$ cat config.mk
export PLATFORM = sky130hd
export DESIGN_NAME = irq_pin_cond
export DESIGN_NICKNAME = d
export VERILOG_FILES = /design/src/rtl/irq_pin_cond_pkg.sv /design/src/rtl/irq_pin_sync.sv /design/src/rtl/irq_pin_edge.sv /design/src/rtl/irq_pin_core.sv /design/src/rtl/irq_pin_cond.sv
export SDC_FILE = /design/constraint.sdc
export NUM_CORES = 1
export LEC_CHECK = 0
export ABC_AREA = 0
export BUFFER_PORTS_ARGS = -buffer_cell sky130_fd_sc_hd__buf_2
export CORE_UTILIZATION = 45
export DETAILED_ROUTE_END_ITERATION = 10
export GPL_TIMING_DRIVEN = 0
export HOLD_SLACK_MARGIN = 0.06
export PLACE_DENSITY = 0.79
export SLEW_MARGIN = 20
export SYNTH_ARGS = -nofsm -noshare
export SYNTH_HDL_FRONTEND = slang
export SYNTH_SLANG_ARGS = --single-unit
$ cat constraint.sdc
create_clock -name clk -period 1.55 [get_ports clk]
set_clock_uncertainty 0.1 [all_clocks]
set_input_delay 0.0775 -clock clk [delete_from_list [all_inputs] [get_ports clk]]
set_output_delay 0.0775 -clock clk [all_outputs]
set_load 0.005 [all_outputs]
$ cat src/rtl/irq_pin_cond_pkg.sv
package irq_pin_cond_pkg;

    // Pin positions in the input vector.
    localparam int PIN_EXT    = 0;
    localparam int PIN_SMI    = 1;
    localparam int PIN_MCK_N  = 2;
    localparam int PIN_CKSTOP = 3;
    localparam int PIN_HRST   = 4;
    localparam int PIN_SRST   = 5;
    localparam int PIN_TBEN   = 6;
    localparam int NUM_DEF    = 7;

    // Pending vector positions.
    localparam int PND_EXT  = 0;
    localparam int PND_SMI  = 1;
    localparam int PND_MCK  = 2;
    localparam int PND_SRST = 3;
    localparam int PEND_W   = 4;

    typedef struct packed {
        logic [PEND_W-1:0] pend;
        logic              hirq;
        logic              halt;
        logic              crst;
        logic              tbrun;
    } cond_state_t;

    // Idle pin level: only the active-low machine check rests high.
    function automatic logic [NUM_DEF-1:0] def_idle();
        logic [NUM_DEF-1:0] v;
        v = '0;
        v[PIN_MCK_N] = 1'b1;
        return v;
    endfunction

endpackage

$ cat src/rtl/irq_pin_sync.sv
module irq_pin_sync #(
    parameter int                 W      = 8,
    parameter int                 STAGES = 2,
    parameter logic [W-1:0]       IDLE   = '0
) (
    input  logic         clk,
    input  logic         rst_n,
    input  logic [W-1:0] async_i,
    output logic [W-1:0] sync_o
);

    logic [W-1:0] chain_q [STAGES];
    logic [W-1:0] chain_d [STAGES];

    always_comb begin
        chain_d[0] = async_i;
        for (int s = 1; s < STAGES; s++) begin
            chain_d[s] = chain_q[s-1];
        end
    end

    generate
        for (genvar s = 0; s < STAGES; s++) begin : g_stage
            always_ff @(posedge clk or negedge rst_n) begin
                if (!rst_n) chain_q[s] <= IDLE;
                else        chain_q[s] <= chain_d[s];
            end
        end
    endgenerate

    assign sync_o = chain_q[STAGES-1];

endmodule

$ cat src/rtl/irq_pin_edge.sv
module irq_pin_edge
    import irq_pin_cond_pkg::*;
#(
    parameter int PIN_W = 8
) (
    input  logic               clk,
    input  logic               rst_n,
    input  logic [PIN_W-1:0]   sync_i,
    output logic [NUM_DEF-1:0] rise_o,
    output logic [NUM_DEF-1:0] fall_o
);

    localparam logic [NUM_DEF-1:0] IDLE = def_idle();

    logic [NUM_DEF-1:0] last_d, last_q;

    // Only the defined pins have a stored level; a change updates it.
    always_comb begin
        last_d = last_q;
        rise_o = '0;
        fall_o = '0;
        for (int i = 0; i < NUM_DEF; i++) begin
            if (sync_i[i] != last_q[i]) begin
                last_d[i] = sync_i[i];
                rise_o[i] = sync_i[i];
                fall_o[i] = !sync_i[i];
            end
        end
    end

    always_ff @(posedge clk or negedge rst_n) begin
        if (!rst_n) last_q <= IDLE;
        else        last_q <= last_d;
    end

    generate
        if (PIN_W > NUM_DEF) begin : g_spare
            logic unused_spare;
            assign unused_spare = ^sync_i[PIN_W-1:NUM_DEF];
        end
    endgenerate

endmodule

$ cat src/rtl/irq_pin_core.sv
module irq_pin_core
    import irq_pin_cond_pkg::*;
#(
    parameter bit RESTART_CKSTOP = 1'b1
) (
    input  logic               clk,
    input  logic               rst_n,
    input  logic [NUM_DEF-1:0] rise_i,
    input  logic [NUM_DEF-1:0] fall_i,
    input  logic [PEND_W-1:0]  ack_i,
    output cond_state_t        st_o
);

    cond_state_t st_d, st_q;

    always_comb begin
        st_d      = st_q;
        st_d.crst = 1'b0;

        // Level-mirrored sources; acknowledge does not touch these.
        if (rise_i[PIN_EXT])  st_d.pend[PND_EXT]  = 1'b1;
        if (fall_i[PIN_EXT])  st_d.pend[PND_EXT]  = 1'b0;
        if (rise_i[PIN_SMI])  st_d.pend[PND_SMI]  = 1'b1;
        if (fall_i[PIN_SMI])  st_d.pend[PND_SMI]  = 1'b0;
        if (rise_i[PIN_SRST]) st_d.pend[PND_SRST] = 1'b1;
        if (fall_i[PIN_SRST]) st_d.pend[PND_SRST] = 1'b0;

        // Latched machine check: cleared by the core, set by a falling pin.
        if (ack_i[PND_MCK])     st_d.pend[PND_MCK] = 1'b0;
        if (fall_i[PIN_MCK_N])  st_d.pend[PND_MCK] = 1'b1;

        // Checkstop halt.
        if (rise_i[PIN_CKSTOP])
            st_d.halt = 1'b1;
        else if (fall_i[PIN_CKSTOP] && RESTART_CKSTOP)
            st_d.halt = 1'b0;

        // Hard reset: one pulse on assertion only.
        if (rise_i[PIN_HRST]) st_d.crst = 1'b1;

        // Time-base gate.
        if (rise_i[PIN_TBEN]) st_d.tbrun = 1'b1;
        if (fall_i[PIN_TBEN]) st_d.tbrun = 1'b0;

        st_d.hirq = |st_d.pend;
    end

    always_ff @(posedge clk or negedge rst_n) begin
        if (!rst_n) st_q <= '0;
        else        st_q <= st_d;
    end

    assign st_o = st_q;

endmodule

$ cat src/rtl/irq_pin_cond.sv
module irq_pin_cond
    import irq_pin_cond_pkg::*;
#(
    parameter int PIN_W          = 8,
    parameter int SYNC_STAGES    = 2,
    parameter bit RESTART_CKSTOP = 1'b1
) (
    input  logic              clk,
    input  logic              rst_n,
    input  logic [PIN_W-1:0]  pin_i,
    input  logic [PEND_W-1:0] ack_i,
    output logic [PEND_W-1:0] pending_o,
    output logic              hard_irq_o,
    output logic              halt_o,
    output logic              core_rst_o,
    output logic              tb_run_o
);

    localparam logic [PIN_W-1:0] SYNC_IDLE = PIN_W'(def_idle());

    logic [PIN_W-1:0]   pin_sync;
    logic [NUM_DEF-1:0] rise, fall;
    cond_state_t        st;

    irq_pin_sync #(
        .W      (PIN_W),
        .STAGES (SYNC_STAGES),
        .IDLE   (SYNC_IDLE)
    ) u_sync (
        .clk     (clk),
        .rst_n   (rst_n),
        .async_i (pin_i),
        .sync_o  (pin_sync)
    );

    irq_pin_edge #(
        .PIN_W (PIN_W)
    ) u_edge (
        .clk    (clk),
        .rst_n  (rst_n),
        .sync_i (pin_sync),
        .rise_o (rise),
        .fall_o (fall)
    );

    irq_pin_core #(
        .RESTART_CKSTOP (RESTART_CKSTOP)
    ) u_core (
        .clk    (clk),
        .rst_n  (rst_n),
        .rise_i (rise),
        .fall_i (fall),
        .ack_i  (ack_i),
        .st_o   (st)
    );

    assign pending_o  = st.pend;
    assign hard_irq_o = st.hirq;
    assign halt_o     = st.halt;
    assign core_rst_o = st.crst;
    assign tb_run_o   = st.tbrun;

endmodule

**After elaboration in Yosys (flattened, before gate mapping)**

Index checks and enable logic that the tools add are counted.

- Reduce and logical (&&, ||, !) cells: 9
- Equality and inequality tests: 7
- Mux-type cells: 25

Operators with widths:

| kind | count |
|---|---|
| two-way mux 1 bit | 25 |
| != test 1 bit | 7 |
| zero test 1 bit | 6 |
| nonzero test 2 bit | 2 |
| OR reduction 4 bit | 1 |

- Input port bits: 14
- Output and inout port bits: 8
- Word-level logic and storage cells: 55
- Bits in registers: 29

**Depth between registers and ports, before layout**

Gate-level depths: netlist of the first run.

- Depth after elaboration: 5
- Gate-level depth with buffers: 4
- Depth with buffers taken out: 4

**Cells and area by module**

From an unflattened synthesis of the first run, not the netlist that was laid out.

- Cells, all modules: 79
- Area, all modules: 1172.4 um2

By module, submodules not included:

| module | cells each | area an instance (um2) | instances | sequential area each (um2) |
|---|---|---|---|---|
| irq_pin_edge | 42 | 509.2 | 1 | 176.4 |
| irq_pin_sync | 16 | 402.9 | 1 | 402.9 |
| irq_pin_core | 21 | 260.2 | 1 | 200.2 |

**Worst setup path before layout of the first run**

OpenSTA, ideal clock, no wires.

- Path kind: flip-flop to flip-flop
- From: register u_sync.chain_q (netlist bit u_sync.sync_o[2])
- To: register u_core.st_q (netlist bit u_core.st_o[3])
- Setup slack: 0.080 ns
- Required time: 1.311 ns
- Buffers on the path: 0
- Clock period less this slack: 1.470 ns
- Library setup time: 0.139 ns
- Arrival time: 1.231 ns
- Stages on the path, launching flop included: 5
- Cells stage by stage: dfstp_2 inv_1 ha_1 a21o_1 or4_1

RTL lines:

| item | RTL line | source |
|---|---|---|
| from (decl) | irq_pin_sync.sv:12 | `logic [W-1:0] chain_q [STAGES];` |
| from (signal, indexed assignment) | irq_pin_sync.sv:26 | `else chain_q[s] <= chain_d[s];` |
| to (signal assigned) | irq_pin_core.sv:50 | `else st_q <= st_d;` |
| to (decl) | irq_pin_core.sv:14 | `cond_state_t st_d, st_q;` |

==> flow_metrics.env, run 1 <==
export IMPL_max_freq_mhz=668.7
export IMPL_hp_class="primary input to asynchronous set/reset pin"
export IMPL_worstPathArrival_ns=1.58
export IMPL_syn_to_final_growth_pct=29.23
export IMPL_yosysWarningCount=0
export IMPL_tritoncts="built"
export IMPL_synth_cell_types=13
export IMPL_drive_above_1_share_pct=32.98
export IMPL_grt_max_degree=30
export IMPL_core_um2=1942
export IMPL_powerDensity_nw_per_um2=1425
export IMPL_rsz0062_at_grt="false"
export IMPL_setup_tns_final_ns=0
export IMPL_synth_most_common_cell="dfrtp_1"
export IMPL_io_pins=22
export IMPL_hold_viol=0
export IMPL_worst_pin_slew_ns=0.6088
export IMPL_synth_top_area_cell="dfrtp_1"
export IMPL_cts_htree_levels=2
export IMPL_final_core_util_pct=61.53
export IMPL_dieWidth_um=47.33
export IMPL_outcome="finished clean"
export IMPL_leakagePower_nw=0.5840
export IMPL_ir_drop_mv=0.8916
export IMPL_synth_top_cells_by_area="dfrtp_1 70%, dfstp_2 8.5%, ha_1 5.4%, mux2_2 3.7%, inv_1 2.4%"
export IMPL_wl_mm=1.262
export IMPL_clockRootBuffer="clkbuf_4"
export IMPL_synth_avg_cell_area_um2=15.41
export IMPL_ys_ff_latch=29
export IMPL_synth_cells=60
export IMPL_crit_path_end_kind="flop"
export IMPL_insertedDiodeCount=0
export IMPL_grt_pass1_vias=451
export IMPL_grt_antenna_before_repair=0
export IMPL_die_h_um=47.33
export IMPL_grtUsageTotal_pct=13.21
export IMPL_numCtsBuffers=5
export IMPL_synth_fp_nets=78
export IMPL_start_util_pct=47.62
export IMPL_layout_nets=111
export IMPL_yosysSeqAreaShare_pct=78.89
export IMPL_ys_top_cells_by_count="26 x dfrtp_1, 6 x inv_1, 5 x nand2_1, 4 x ha_1"
export IMPL_synth_top_area_share_pct=70.37
export IMPL_rows=16
export IMPL_synth_ff_type="dfrtp_1"
export IMPL_grt_pass1_wl_mm=1.759
export IMPL_rr_worst_depth=4
export IMPL_syn_area_um2=924.6
export IMPL_finalCritPeriodShare_pct=96.48
export IMPL_drtIter0Drc=2
export IMPL_hold_slack_ns=0.2122
export IMPL_cts_clk_slew_worst_paths_ns=0.08
export IMPL_finalSetupViolations=0
export IMPL_required_ns=1.63
export IMPL_ctsLongestPathBuffers=2
export IMPL_slew_headroom_pct=59.41
export IMPL_vias=524
export IMPL_drt_pass1_iterations=3
export IMPL_gp_congestion=0.6395
export IMPL_drv_cap=0
export IMPL_clock_sinks=29
export IMPL_via_per_inst=4.331
export IMPL_portBuffers=17
export IMPL_maxSlewViolCount=0
export IMPL_die_area_um2=2240
export IMPL_worst_setup_path_type="flop to flop"
export IMPL_fin_crit_ns=1.495
export IMPL_clk_insertion_delay_late_ns=0.31
export IMPL_cts_setup_buffers=0
export IMPL_grt_ovfl_total=0
export IMPL_fillers=169
export IMPL_synth_edff_count=0
export IMPL_drc=0
export IMPL_antenna_left=0
export IMPL_synthArstFlopShare_pct=100.0
export IMPL_critPathMaxFanout=2
export IMPL_critPathLaunchType="flop"
export IMPL_post_drt_wl_per_cell_um=10.43
export IMPL_dp_hpwl_um=785.3
stage by stage:
step                      area (um2)  cells  power [mW]  setup slack (ns)
after floorplan                924.6     60       1.135           0.08012
after global placement          1044    104       1.226           0.05387
after detailed placement        1044    104       1.254           0.03646
after CTS                       1192    121       1.726           0.02559
after global routing            1195    121       1.814          0.009010
final                           1195    121       1.703           0.05451
flip-flops by register name, summed over array words and instances, names as in the netlist:
signal and cells:
u_sync.sync_o 7, u_sync.chain_d 7, u_core.st_o 8, u_edge.last_q 7
logic make-up (layout without fill, tap and decap cells):
logic type,after synthesis,after routing,synth area share [%]
AO/OA/AOI/OAI,6,6,3.518
adder cells (fa/ha/maj),5,5,6.631
buffers and inverters,9,43,3.653
flip-flops,29,29,78.89
multiplexers,3,3,3.653
AND/OR/NAND/NOR,8,8,3.654
path summary, 6_finish.rpt:
check                                  startpoint                 to  slack, ns
worst max-delay path             u_sync.sync_o[2]     u_core.st_o[3]       0.05
worst min-delay path                        rst_n     u_core.st_o[5]       0.21
worst max register to register   u_sync.sync_o[2]     u_core.st_o[3]       0.05
worst min register to register  u_sync.chain_d[2]   u_sync.sync_o[2]       0.26
max in group asynchronous                   rst_n  u_sync.chain_d[6]       0.73
min in group clk                u_sync.chain_d[2]   u_sync.sync_o[2]       0.26
power breakdown:
part | total (mW) | switching, mW | leakage (nW) | internal [mW]
Clock | 0.450 | 0.226 | 0.0326 | 0.224
Sequential | 0.954 | 0.0598 | 0.335 | 0.894
Combinational | 0.299 | 0.131 | 0.217 | 0.168
layout by cell type, fill, tap and decap left out:
master,netlist,layout
ha_1,4,3
dfrtp_1,26,26
a21o_1,1,1
dlygate4sd3_1,0,9
o21ai_0,3,3
inv_1,6,6
nor2_1,2,2
nand2_1,5,5
or4_1,1,1
clkbuf_4,0,5
buf_2,0,17
ha_2,0,1
o21ai_1,2,2
maj3_2,1,1
mux2_2,3,3
clkbuf_1,3,5
dfstp_2,3,3
clkbuf_8,0,1
per-layer routing:
metal  global-route usage [%]  wire, um  vias to the layer above
met3                    8.077        74                        2
met2                    17.81       640                       16
met1                    15.03       523                      249
met5                        0         0                        -
met4                    10.29        23                        0
li1                         -         -                      257
area by class of cell:
| cell class | instances | area (um2) | share of cell area, % |
|---|---|---|---|
| multi-input cells | 22 | 163.9 | 13.72 |
| flip-flops and latches | 29 | 729.5 | 61.05 |
| plain buffers | 3 | 11.26 | 0.9424 |
| repair buffers | 26 | 175.2 | 14.66 |
| clock buffers | 8 | 58.81 | 4.921 |
| well taps | 27 | 33.78 | 2.827 |
| inverters | 6 | 22.52 | 1.885 |
what timing repair did:
| item | CTS | global route |
|---|---|---|
| endpoints found under the hold margin | 38 | 0 |
| gates resized for setup | 0 | 1 |
| hold buffers | 9 | 0 |
| setup endpoints to repair | 0 | 1 |
critical path, cell delays in order, from the launching register on:
cell     delay (ns)
dfstp_2        0.52
inv_1          0.04
ha_2           0.16
a21o_1         0.15
or4_1          0.39
Note: power is estimated with default switching activity, not from simulation.
==> run 2: changes to the inputs <==
--- a/config.mk
+++ b/config.mk
@@ -7,12 +7,13 @@
 export LEC_CHECK = 0
 export ABC_AREA = 0
 export BUFFER_PORTS_ARGS = -buffer_cell sky130_fd_sc_hd__buf_2
-export CORE_UTILIZATION = 45
+export CORE_UTILIZATION = 47
 export DETAILED_ROUTE_END_ITERATION = 10
 export GPL_TIMING_DRIVEN = 0
 export HOLD_SLACK_MARGIN = 0.06
-export PLACE_DENSITY = 0.79
+export PLACE_DENSITY = 0.8
 export SLEW_MARGIN = 20
 export SYNTH_ARGS = -nofsm -noshare
 export SYNTH_HDL_FRONTEND = slang
+export SYNTH_HIERARCHICAL = 1
 export SYNTH_SLANG_ARGS = --single-unit
==> run 2 against run 1 <==
Net effect: combinational power is 140% higher; via count is 18% higher; synthesized cell count is 25% higher; sequential share of layout area is 9.5 points lower; clock power is 2% higher; final cell count is 15% higher; largest cell class unchanged; sequential cell count stayed put; routed wire length is 31% higher; count of clock-buffer cells in the layout stayed put; sequential power is 16% higher.
==> flow_metrics.env, run 2 <==
export IMPL_drv_cap=0
export IMPL_dieWidth_um=50.51
export IMPL_portBuffers=17
export IMPL_dp_cells=120
export IMPL_vias=620
export IMPL_cpPeakStageDelay_ns=0.55
export IMPL_synth_fp_nets=102
export IMPL_r2r_start="u_sync/sync_o[2]"
export IMPL_setup_tns_final_ns=0
export IMPL_numCtsBuffers=5
export IMPL_die_area_um2=2551
export IMPL_drtIter0Drc=10
export IMPL_final_cell_mix="26 x dfrtp_1, 17 x buf_2, 14 x inv_1"
export IMPL_grt_max_degree=30
export IMPL_grt_antenna_before_repair=0
export IMPL_post_drt_wl_per_cell_um=11.91
export IMPL_cts_clk_slew_worst_paths_ns=0.09
export IMPL_rsz0062_at_grt="true"
export IMPL_finalSetupViolations=0
export IMPL_io_pins=22
export IMPL_clock_sinks=29
export IMPL_dp_slack_ns=-0.02640
export IMPL_fin_crit_ns=1.532
export IMPL_slew_headroom_pct=59.29
export IMPL_syn_area_um2=1106
export IMPL_maxSlewViolCount=0
export IMPL_ir_drop_mv=0.9996
export IMPL_wl_mm=1.655
export IMPL_critPathBufInv=1
export IMPL_dp_hpwl_mm=1.106
export IMPL_grt_pass1_wl_mm=2.932
export IMPL_drc=0
export IMPL_mostFrequentLayoutCell="dfrtp_1"
export IMPL_crit_path_end_kind="flop"
export IMPL_powerDensity_nw_per_um2=1622
export IMPL_grtUsageTotal_pct=17.15
export IMPL_crit_path_start="u_sync/sync_o[2]"
export IMPL_clk_insertion_delay_late_ns=0.32
export IMPL_outcome="finished clean"
export IMPL_synth_avg_cell_area_um2=14.75
export IMPL_drt_pass1_iterations=4
export IMPL_rows=17
export IMPL_worst_slack_ns=0.01789
export IMPL_finalCritPeriodShare_pct=98.85
export IMPL_critPathLaunchType="flop"
export IMPL_hp_class="primary input to asynchronous set/reset pin"
export IMPL_drive_above_1_share_pct=36.94
export IMPL_grt_pass1_vias=690
export IMPL_insertedDiodeCount=0
export IMPL_via_per_inst=4.460
export IMPL_hold_viol=0
export IMPL_largest_reg_flops=8
export IMPL_syn_to_final_growth_pct=27.83
export IMPL_synth_cells=75
export IMPL_worst_pin_slew_ns=0.6107
export IMPL_yosysWarningCount=6
export IMPL_final_area_um2=1414
export IMPL_die_h_um=50.51
export IMPL_worst_setup_path_type="flop to flop"
export IMPL_place_area_um2=1226
export IMPL_cp_cell_sequence="inv_2 > ha_4 > a21o_1 > or4_4"
export IMPL_worstPathArrival_ns=1.63
export IMPL_required_ns=1.65
export IMPL_fin_cells=139
export IMPL_cts_htree_levels=2
export IMPL_antenna_left=0
export IMPL_tritoncts="built"
export IMPL_core_um2=2212
export IMPL_critPathMaxFanout=2
export IMPL_start_util_pct=50.00
export IMPL_gp_congestion=0.6638
export IMPL_ctsLongestPathBuffers=2
export IMPL_crit_path_top_delay_cell="dfstp_2"
export IMPL_crit_family="flip-flops"
export IMPL_leakagePower_nw=0.7493
export IMPL_clockRootBuffer="clkbuf_4"
export IMPL_layout_nets=137
export IMPL_fillers=186
export IMPL_max_freq_mhz=652.7
export IMPL_grt_ovfl_total=0
export IMPL_power_mw=2.293
-- run 2: worst reg2reg max path: stages, from the launching register on --
cell and delay [ns]:
dfstp_2 0.55, inv_2 0.05, ha_4 0.15, a21o_1 0.16
or4_4 0.41
-- run 2: final timing paths --
check                           depth (start not counted)                to  slack [ns]
worst max register to register                          4    u_core/st_o[3]        0.02
worst min register to register                          0  u_sync/sync_o[4]        0.25
min in group clk                                        0  u_sync/sync_o[4]        0.25
worst min-delay path                                    2  u_edge/last_q[1]        0.19
max in group asynchronous                               2  u_edge/last_q[6]        0.75
worst max-delay path                                    4    u_core/st_o[3]        0.02
-- run 2: metrics by stage --
| step | hold slack (ns) | util (%) |
|---|---|---|
| 6_report | 0.1916 | 63.91 |
| 5_1_grt | 0.2189 | 63.91 |
| 4_1_cts | 0.2059 | 62.73 |
| 3_5_place_dp | 0.02277 | 55.43 |
| 3_3_place_gp | 0.01133 | 55.43 |
| 2_1_floorplan | -0.3181 | - |
-- run 2: final cells by class --
| class | count | area, um2 | area share [%] |
|---|---|---|---|
| clock buffers | 8 | 58.81 | 4.159 |
| inverters | 15 | 56.30 | 3.982 |
| multi-input cells | 31 | 344.1 | 24.34 |
| flip-flops and latches | 29 | 729.5 | 51.59 |
| well taps | 28 | 35.03 | 2.478 |
| repair buffers | 28 | 190.2 | 13.45 |
-- run 2: timing repair --
action	CTS	global route
gates resized for setup	3	4
endpoints found under the hold margin	38	0
pin swaps	1	1
cloned	0	0
setup buffers	0	2
setup endpoints to repair	1	1
hold buffers	9	0
-- run 2: metal layers --
layer | global-route usage (%) | share of wire, % | up-vias
li1 | - | - | 303
met1 | 16.53 | 38 | 298
met2 | 29.33 | 54 | 14
met3 | 8.485 | 4.7 | 5
met4 | 9.722 | 2.6 | 0
met5 | 0 | 0 | -
-- run 2: power by group --
group | switching, mW | leakage [nW] | internal, mW | total (mW)
Clock | 0.235 | 0.0326 | 0.223 | 0.459
Combinational | 0.288 | 0.382 | 0.432 | 0.720
Sequential | 0.139 | 0.335 | 0.975 | 1.11
==> run 3: changes to the inputs <==
--- a/config.mk
+++ b/config.mk
@@ -5,13 +5,13 @@
 export SDC_FILE = /design/constraint.sdc
 export NUM_CORES = 1
 export LEC_CHECK = 0
-export ABC_AREA = 0
+export ABC_AREA = 1
 export BUFFER_PORTS_ARGS = -buffer_cell sky130_fd_sc_hd__buf_2
-export CORE_UTILIZATION = 47
+export CORE_UTILIZATION = 48
 export DETAILED_ROUTE_END_ITERATION = 10
 export GPL_TIMING_DRIVEN = 0
 export HOLD_SLACK_MARGIN = 0.06
-export PLACE_DENSITY = 0.8
+export PLACE_DENSITY = 0.81
 export SLEW_MARGIN = 20
 export SYNTH_ARGS = -nofsm -noshare
 export SYNTH_HDL_FRONTEND = slang
==> run 3 against run 2 <==
Net effect: first-iteration DRC count shrank 40%; critical endpoint unchanged; largest power group unchanged; synthesized area grew 0.90%; clock power shrank 14%; critical path depth grew 2; worst hold slack gained 0.015 ns.
==> flow_metrics.env, run 3 <==
export IMPL_outcome="finished clean"
export IMPL_worstPathArrival_ns=1.32
export IMPL_vias=690
export IMPL_rr_worst_depth=6
export IMPL_clock_sinks=29
export IMPL_grtUsageTotal_pct=15.11
export IMPL_largest_reg_flops=8
export IMPL_synth_fp_nets=127
export IMPL_wl_mm=1.442
export IMPL_dp_hpwl_mm=1.058
export IMPL_cts_clk_slew_worst_paths_ns=0.08
export IMPL_insertedDiodeCount=0
export IMPL_drt_pass1_iterations=3
export IMPL_dieWidth_um=50.22
export IMPL_final_area_um2=1375
export IMPL_drc=0
export IMPL_reg2reg_slack_ns=0.33
export IMPL_die_h_um=50.22
export IMPL_final_cell_mix="26 x dfrtp_1, 23 x inv_1, 23 x nand2_1"
export IMPL_finalCritPeriodShare_pct=78.40
export IMPL_critPathMaxFanout=2
export IMPL_via_per_inst=4.259
export IMPL_layout_nets=160
export IMPL_tritoncts="built"
export IMPL_die_area_um2=2522
export IMPL_grt_ovfl_total=0
export IMPL_numCtsBuffers=5
export IMPL_maxSlewViolCount=0
export IMPL_grt_max_degree=30
export IMPL_antenna_left=0
export IMPL_start_util_pct=50.45
export IMPL_post_drt_wl_per_cell_um=8.901
export IMPL_worst_pin_slew_ns=0.5917
export IMPL_r2r_start="u_sync/sync_o[2]"
export IMPL_clockRootBuffer="clkbuf_4"
export IMPL_dp_slack_ns=0.3273
export IMPL_core_um2=2212
export IMPL_rows=17
export IMPL_drv_cap=0
export IMPL_worst_setup_path_type="flop to flop"
export IMPL_synth_avg_cell_area_um2=11.16
export IMPL_hold_slack_ns=0.2068
export IMPL_fillers=177
export IMPL_grt_pass1_wl_mm=2.635
export IMPL_mostFrequentLayoutCell="dfrtp_1"
export IMPL_drtIter0Drc=6
export IMPL_rsz0062_at_grt="false"
export IMPL_syn_area_um2=1116
export IMPL_leakagePower_nw=0.7728
export IMPL_io_pins=22
export IMPL_synth_cells=100
export IMPL_hold_viol=0
export IMPL_cts_htree_levels=2
export IMPL_drive_above_1_share_pct=19.40
export IMPL_cts_resized=0
export IMPL_portBuffers=17
export IMPL_gp_congestion=0.6829
export IMPL_yosysWarningCount=6
export IMPL_power_mw=2.021
export IMPL_syn_to_final_growth_pct=23.21
export IMPL_slew_headroom_pct=60.55
export IMPL_required_ns=1.65
export IMPL_powerDensity_nw_per_um2=1470
export IMPL_grt_antenna_before_repair=0
export IMPL_cts_setup_buffers=0
export IMPL_max_freq_mhz=822.9
export IMPL_ir_drop_mv=0.8917
export IMPL_clk_insertion_delay_late_ns=0.31
export IMPL_worst_slack_ns=0.3348
export IMPL_setup_tns_final_ns=0
export IMPL_grt_pass1_vias=697
export IMPL_regToRegEndpoint="u_core/st_o[3]"
export IMPL_crit_path_end_kind="flop"
export IMPL_place_area_um2=1236
export IMPL_ctsLongestPathBuffers=2
export IMPL_fin_crit_ns=1.215
export IMPL_hp_class="primary input to asynchronous set/reset pin"
export IMPL_finalSetupViolations=0
export IMPL_critPathLaunchType="flop"
[run 3: worst max-delay path, stage by stage (launching register included)]
cell and delay (ns):
dfstp_2 0.53, inv_1 0.04, ha_1 0.18, inv_1 0.06
nand2_2 0.05, nor2_1 0.09, nand2_1 0.05
[run 3: through the flow]
step	cells	utilization, %
floorplan	100	-
global placement	145	55.88
detailed placement	145	55.88
CTS	162	62.16
global route	162	62.16
finish	162	62.16
[run 3: cell type report]
class / count / area, um2 / share of cell area [%]
inverters: 23 / 86.33 / 6.278
repair buffers: 26 / 175.2 / 12.74
well taps: 28 / 35.03 / 2.548
clock buffers: 8 / 48.80 / 3.549
flip-flops and latches: 29 / 729.5 / 53.05
multi-input cells: 48 / 300.3 / 21.84
[run 3: how the worst max path moves through the flow]
| stage | cells past startpoint | to | startpoint | slack [ns] |
|---|---|---|---|---|
| after floorplan | 6 | u_core/st_o[3] | u_sync/sync_o[2] | 0.38 |
| after global placement | 6 | u_core/st_o[3] | u_sync/sync_o[2] | 0.35 |
| after detailed placement | 6 | u_core/st_o[3] | u_sync/sync_o[2] | 0.33 |
| after CTS | 6 | u_core/st_o[3] | u_sync/sync_o[2] | 0.32 |
| after global routing | 6 | u_core/st_o[3] | u_sync/sync_o[2] | 0.25 |
| final | 6 | u_core/st_o[3] | u_sync/sync_o[2] | 0.33 |
[run 3: report_power, final]
part | total (mW) | internal (mW) | switching, mW
clock network | 0.395 | 0.180 | 0.214
logic | 0.543 | 0.253 | 0.290
registers | 1.08 | 0.967 | 0.117
total | 2.02 | 1.40 | 0.621
[run 3: what timing repair did]
item / in CTS / in global routing
hold buffers: 9 / 0
endpoints found under the hold margin: 38 / 0
endpoints found under the setup margin: 0 / 0
[run 3: routing by layer]
layer	vias to the layer above	wire length (um)	share of wire, %	GRT usage, %
met5	-	0	0	0
met4	0	35	2.4	11.43
met3	5	71	4.9	5.455
met2	17	764	53	26.89
met1	311	570	40	13.67
li1	357	-	-	-
